==> src/rtl/qlink_pkg.sv <==
// Shared definitions for the quad-word link transmitter.
// Assumes the transfer unit is fixed at 128 bits.
package qlink_pkg;
    localparam int QW_BITS = 128;

    // Number of beats in one quad-word for a given lane count.
    function automatic int beats_for(input int qw, input int lanes);
        return qw / lanes;
    endfunction
endpackage

==> src/rtl/qlink_txbuf.sv <==
// Small FIFO that holds host-written words (data plus block-end flag).
// Assumes DEPTH is a power of two; a push while full is dropped here,
// and the caller is responsible for flagging it.
module qlink_txbuf #(
    parameter int W     = 129,
    parameter int DEPTH = 2
) (
    input  logic         clk,
    input  logic         rst_n,
    input  logic         push,
    input  logic [W-1:0] din,
    input  logic         pop,
    output logic [W-1:0] dout,
    output logic         empty,
    output logic         full
);
    localparam int PW = (DEPTH > 1) ? $clog2(DEPTH) : 1;
    localparam int CW = $clog2(DEPTH + 1);

    logic [W-1:0]  mem [DEPTH];
    logic [PW-1:0] wp, rp;
    logic [CW-1:0] cnt;
    logic          do_push, do_pop;

    assign empty   = (cnt == '0);
    assign full    = (cnt == CW'(DEPTH));
    assign do_push = push && !full;
    assign do_pop  = pop && !empty;
    assign dout    = mem[rp];

    // Storage write; contents need no reset.
    always_ff @(posedge clk) begin
        if (do_push) mem[wp] <= din;
    end

    // Pointer and occupancy bookkeeping.
    always_ff @(posedge clk) begin
        if (!rst_n) begin
            wp  <= '0;
            rp  <= '0;
            cnt <= '0;
        end else begin
            if (do_push) wp <= (wp == PW'(DEPTH - 1)) ? '0 : wp + 1'b1;
            if (do_pop)  rp <= (rp == PW'(DEPTH - 1)) ? '0 : rp + 1'b1;
            cnt <= cnt + CW'(do_push) - CW'(do_pop);
        end
    end
endmodule

==> src/rtl/qlink_stall.sv <==
// Counts consecutive cycles in which a waiting word is refused and
// pulses expire on the LIMIT-th such cycle. Assumes arm is steady.
module qlink_stall #(
    parameter int LIMIT = 1024
) (
    input  logic clk,
    input  logic rst_n,
    input  logic stall,
    input  logic arm,
    output logic expire
);
    localparam int CW = $clog2(LIMIT) + 1;

    logic [CW-1:0] cnt;

    assign expire = stall && arm && (cnt == CW'(LIMIT - 1));

    // Consecutive-stall counter, cleared on any break or on expiry.
    always_ff @(posedge clk) begin
        if (!rst_n)               cnt <= '0;
        else if (!stall || !arm)  cnt <= '0;
        else if (expire)          cnt <= '0;
        else                      cnt <= cnt + 1'b1;
    end
endmodule

==> src/rtl/qlink_ser.sv <==
// Serializer: loads a quad-word on start, then emits one beat and one
// forwarded-clock transition per cycle, MSB first. The lane width is
// latched at load. Clearing en abandons any word in progress.
module qlink_ser #(
    parameter int QW    = 128,
    parameter int LANES = 4
) (
    input  logic             clk,
    input  logic             rst_n,
    input  logic             en,
    input  logic             narrow,
    input  logic             blk_en,
    input  logic             start,
    input  logic [QW-1:0]    word,
    input  logic             last,
    output logic             idle,
    output logic             lclk,
    output logic [LANES-1:0] ldat,
    output logic             lblk
);
    localparam int CW         = $clog2(QW);
    localparam int WIDE_BEATS = qlink_pkg::beats_for(QW, LANES);

    logic          run, narrow_q, last_q;
    logic [QW-1:0] shreg;
    logic [CW-1:0] cnt;
    logic [LANES-1:0] beat;

    assign idle = !run;
    assign beat = narrow_q ? {{(LANES-1){1'b0}}, shreg[QW-1]}
                           : shreg[QW-1 -: LANES];

    // Load, shift and drive the link outputs.
    always_ff @(posedge clk) begin
        if (!rst_n) begin
            run      <= 1'b0;
            narrow_q <= 1'b0;
            last_q   <= 1'b0;
            shreg    <= '0;
            cnt      <= '0;
            lclk     <= 1'b0;
            ldat     <= '0;
            lblk     <= 1'b0;
        end else if (!en) begin
            run  <= 1'b0;
            lclk <= 1'b0;
            ldat <= '0;
            lblk <= 1'b0;
        end else if (run) begin
            ldat  <= beat;
            lclk  <= ~lclk;
            lblk  <= last_q && blk_en;
            shreg <= narrow_q ? (shreg << 1) : (shreg << LANES);
            cnt   <= cnt - 1'b1;
            if (cnt == '0) run <= 1'b0;
        end else begin
            lblk <= 1'b0;
            if (start) begin
                shreg    <= word;
                run      <= 1'b1;
                narrow_q <= narrow;
                last_q   <= last;
                cnt      <= narrow ? CW'(QW - 1) : CW'(WIDE_BEATS - 1);
            end
        end
    end
endmodule

==> src/rtl/qlink_tx.sv <==
// Top level of the quad-word link transmitter: two-slot buffer,
// serializer and acknowledge-timeout counter, plus sticky status.
// Assumes clk runs at twice the forwarded link clock rate.
module qlink_tx #(
    parameter int QW        = qlink_pkg::QW_BITS,
    parameter int LANES     = 4,
    parameter int BUF_DEPTH = 2,
    parameter int TMO_LIMIT = 1024
) (
    input  logic             clk,
    input  logic             rst_n,
    input  logic             wr_en,
    input  logic [QW-1:0]    wr_data,
    input  logic             wr_last,
    input  logic             cfg_tx_en,
    input  logic             cfg_one_bit,
    input  logic             cfg_tmo_en,
    input  logic             cfg_blk_en,
    input  logic             lnk_ack,
    output logic             lnk_clk,
    output logic [LANES-1:0] lnk_dat,
    output logic             lnk_blk,
    output logic             st_full,
    output logic             st_ovf,
    output logic             st_tmo
);
    localparam int EW = QW + 1;

    logic [EW-1:0] head;
    logic          empty, full, ser_idle, start, stall, expire;

    assign start   = ser_idle && cfg_tx_en && !empty && lnk_ack;
    assign stall   = ser_idle && cfg_tx_en && !empty && !lnk_ack;
    assign st_full = full;

    qlink_txbuf #(.W(EW), .DEPTH(BUF_DEPTH)) u_buf (
        .clk   (clk),
        .rst_n (rst_n),
        .push  (wr_en),
        .din   ({wr_last, wr_data}),
        .pop   (start || expire),
        .dout  (head),
        .empty (empty),
        .full  (full)
    );

    qlink_ser #(.QW(QW), .LANES(LANES)) u_ser (
        .clk    (clk),
        .rst_n  (rst_n),
        .en     (cfg_tx_en),
        .narrow (cfg_one_bit),
        .blk_en (cfg_blk_en),
        .start  (start),
        .word   (head[QW-1:0]),
        .last   (head[QW]),
        .idle   (ser_idle),
        .lclk   (lnk_clk),
        .ldat   (lnk_dat),
        .lblk   (lnk_blk)
    );

    qlink_stall #(.LIMIT(TMO_LIMIT)) u_tmo (
        .clk    (clk),
        .rst_n  (rst_n),
        .stall  (stall),
        .arm    (cfg_tmo_en),
        .expire (expire)
    );

    // Sticky overflow and timeout status, cleared only by reset.
    always_ff @(posedge clk) begin
        if (!rst_n) begin
            st_ovf <= 1'b0;
            st_tmo <= 1'b0;
        end else begin
            if (wr_en && full) st_ovf <= 1'b1;
            if (expire)        st_tmo <= 1'b1;
        end
    end
endmodule

==> config.mk <==
export PLATFORM = sky130hd
export DESIGN_NAME = qlink_tx
export DESIGN_NICKNAME = d
export VERILOG_FILES = /design/src/rtl/qlink_pkg.sv /design/src/rtl/qlink_txbuf.sv /design/src/rtl/qlink_stall.sv /design/src/rtl/qlink_ser.sv /design/src/rtl/qlink_tx.sv
export SDC_FILE = /design/constraint.sdc
export NUM_CORES = 1
export LEC_CHECK = 0
export BUFFER_PORTS_ARGS = -buffer_cell sky130_fd_sc_hd__buf_4
export CELL_PAD_IN_SITES_DETAIL_PLACEMENT = 1
export CELL_PAD_IN_SITES_GLOBAL_PLACEMENT = 1
export CORE_AREA = 4 4 182 228
export CTS_BUF_LIST = sky130_fd_sc_hd__clkbuf_4 sky130_fd_sc_hd__clkbuf_8
export DETAILED_ROUTE_END_ITERATION = 12
export DIE_AREA = 0 0 186 232
export GPL_TIMING_DRIVEN = 0
export PLACE_DENSITY_LB_ADDON = 0.25
export SYNTH_ARGS = -nofsm -noshare
export SYNTH_HDL_FRONTEND = slang
export SYNTH_SLANG_ARGS = --single-unit
==> constraint.sdc <==
create_clock -name clk -period 13 [get_ports clk]
set_input_delay 0.65 -clock clk [delete_from_list [all_inputs] [get_ports clk]]
set_output_delay 0.65 -clock clk [all_outputs]
set_load 0.01 [all_outputs]
==> flow_summary.toml <==
[run_status]
status = "finished, final reports clean"

[clock_network]
clk_pin_slew_ps = 60
cts-root-buf = "clkbuf_8"
post_cts_resize_count = 0
clockBufferDepth = 3
hold_buffers = 0
cts_made_buffers = 68
cts_setup_buffers = 0
ctsHtreeMaxLevel = 3
cts_sinks = 420
clkLatencyLatePin_ps = 630
cts_tree = "built"

[yosys]
syn-num-nets = 1568
netlist_area_sq_um = 17510
async_reset_ff_share_pct = 0
synth_cell_types = 43
netlist_top_cells_area = "edfxtp_1, dfxtp_1, mux2_2, nand2_1, mux2i_1"
synth-seq-cells = 420
syn_inst = 1426
synth.avg_cell_area_sq_um = 12.28
synthFlopType = "edfxtp_1"
synth.top_cell.area_share_pct = 44.24
ys_seq_area_share_pct = 62.76
ys.warnings.count = 0
synth_edf_count = 258
yosysTopAreaCell = "edfxtp_1"

[timing]
fmax_mhz = 351.7
period_share_pct = 21.87
rsz0062_at_grt = "false"
fin_crit_ps = 2843
clock_skew_ps = 28.90
maxSlewHeadroom_pct = 36.47
maxSlewViolCount = 0
hold_violations = 0
setup_viol = 0
fin_tns_setup_ps = 0
worstMarginPinSlew_ps = 953.0

[global_routing]
grtUsageMet1_pct = 25.41
antenna_found_initial = 1
grt_pass1_vias = 13070
gr-usage-all-layers_pct = 20.59
grt_use_met2_pct = 36.14
gr-total-overflow = 0
use_met3_pct = 4.152
grt_pass1_wl_um = 70240
gr-max-usage-layer = "met2"
grt_max_degree = 59

[detailed_routing]
dr.pass1.iters = 5
wire_per_inst_um = 20.02
routed_wl_um = 44060
post_drt_via_cell_ratio = 5.435
drtIter0Drc = 672
drcViolationCount = 0
drtAntennaViolNets = 0
vias = 11960

[floorplanning]
start_util_pct = 44.77
coreArea_sq_um = 39120
pin_count = 146
num_rows = 81
die_y_um = 232
die_w_um = 186
fp.dieArea_sq_um = 43150

[setup_path]
critical_path_buf_inv_count = 1
critPathRequiredTime_ps = 13480
endpoint_kind = "register"
critPathMaxFanout = 5
crit_top_cell = "ha_1"
crit_arrival_ps = 3320
slowest_delay_ps = 810
path_cells = "ha_1 -> nand3_1 -> nor4_1 -> nand2_1 -> nand2_1 -> ha_1 -> inv_1 -> ha_1 -> xor2_1 -> xnor2_1 -> nor2_1"
cp_slowest_cell = "nor4_1"
crit_type = "register to register"
critPathLaunchType = "register"
critical_path.top_delay_family = "simple AND/OR/NAND/NOR gates"

[placement]
gp_congestion = 0.8074
portBuffers = 145
dpl.hpwl_um = 31030

[cells_and_area]
synthToLayoutAreaGrowth_pct = 18.84
final_layout_size_suffix_gt1_share_pct = 27.91
nNetsFinal = 1789

[worst_hold_path]
hp-class = "input pin to register"

[power_and_ir_drop]
power_mw = 3.819
leakagePower_nw = 6.866
p_per_area_nw_per_um2 = 183.5
vdd_drop_max_v = 0.0001050

[job]
drv_cap = 0
==> cells in the final DEF, fill, tap and decap left out, drive strengths merged, types with 6 or more instances in the layout <==
| cell type | n |
|---|---|
| nor4 | 6 |
| dfxtp | 162 |
| clkbuf | 162 |
| a31oi | 43 |
| nand2 | 265 |
| inv | 12 |
| nand3 | 49 |
| nor2 | 29 |
| buf | 191 |
| o211ai | 84 |
| xnor2 | 9 |
| mux2i | 87 |
| clkinv | 17 |
| edfxtp | 258 |
| a21oi | 99 |
| mux2 | 168 |
==> final timing paths <==
path                                 from                            to  slack (ps)  depth (start not counted)
min reg2reg  u_ser.shreg[75]$_SDFFE_PN0P_  u_ser.shreg[75]$_SDFFE_PN0P_         470                          2
max reg2reg       u_tmo.cnt[0]$_SDFF_PP0_       u_buf.cnt[1]$_SDFF_PN0_       10160                         11
max               u_tmo.cnt[0]$_SDFF_PP0_       u_buf.cnt[1]$_SDFF_PN0_       10160                         11
min                           wr_data[29]    u_buf.mem[1][29]$_DFFE_PP_         210                          1
==> where the power goes <==
group | switching (mW) | internal [mW]
registers | 0.0927 | 1.64
clock network | 0.524 | 0.682
logic | 0.499 | 0.377
total | 1.12 | 2.70
==> cell type report <==
type	instances	area (sq um)
fill	4055	18310
sequential	420	10990
multi-input combinational	892	6062
timing repair buffer	151	1216
clock buffer	99	1212
tap	498	623.1
buffer	103	431.7
clock inverter	26	232.7
inverter	11	41.29
antenna	1	2.502
==> synth_stat cells (2+ instances only) <==
cell type  number
buf_4           3
a32oi_1         3
buf_1          10
nand2b_1        4
nand2_1       265
nor4_1          6
nand3_1        49
o221ai_1        2
nor2_1         29
a21oi_1        99
o21ai_0         2
inv_1           9
clkbuf_1       63
dfxtp_1       162
or2_2           2
edfxtp_1      258
o211ai_1       84
nor3_1          5
xor2_1          5
ha_1            5
a211oi_1        5
a21boi_0        2
a31oi_1        42
inv_2           2
xnor2_1         9
buf_2          27
nor2b_1         5
mux2_2        168
mux2i_1        87
==> registers in the layout, summed over array words and instances (netlist names), named ones only <==
name / count
u_buf.rp: 1
u_ser.ldat: 4
u_tmo.cnt: 11
u_ser.lclk: 1
u_ser.run: 1
u_buf.wp: 1
st_ovf: 1
u_ser.lblk: 1
u_ser.cnt: 7
u_buf.cnt: 2
u_buf.mem: 258
u_ser.shreg: 128
u_ser.narrow_q: 1
u_ser.last_q: 1
st_tmo: 1
==> routing by layer <==
metal	vias to the layer above	routed length (um)
met1	5952	18110
met3	71	1989
met4	0	955
met5	-	0
met2	259	23010
li1	5681	-
==> kinds of logic (layout without fill, tap and decap cells) <==
group / Yosys count / in the layout / share of synthesized area (%)
compound gates: 244 / 244 / 8.873
xor+xnor: 14 / 14 / 0.7002
fa+ha+maj: 5 / 5 / 0.3572
buf+inv: 114 / 390 / 2.701
flops: 420 / 420 / 62.76
mux: 255 / 255 / 15.77
other cells: 0 / 1 / 0
simple gates: 374 / 374 / 8.838
==> worst reg2reg max path, delay by kind of cell (launching register included) <==
family	cells	cell delay [ps]
XOR/XNOR	2	320
AND/OR/NAND/NOR	5	1320
flip-flops	1	400
adder cells (fa/ha/maj)	3	610
buffers and inverters	1	60
==> stage by stage <==
stage          worst slack, ps  std cells  instance area, sq um  utilization (%)  hold slack, ps
6_report                 10160       2201                 20810            53.20           206.1
2_1_floorplan             6285       1426                 17510                -           429.7
3_3_place_gp              2692       2069                 19220            49.14           442.1
3_5_place_dp              9997       2075                 19360            49.50           464.9
5_1_grt                   9862       2201                 20810            53.20           161.4
4_1_cts                  10170       2200                 20810            53.20           155.6
(Power assumes the default switching activity.)
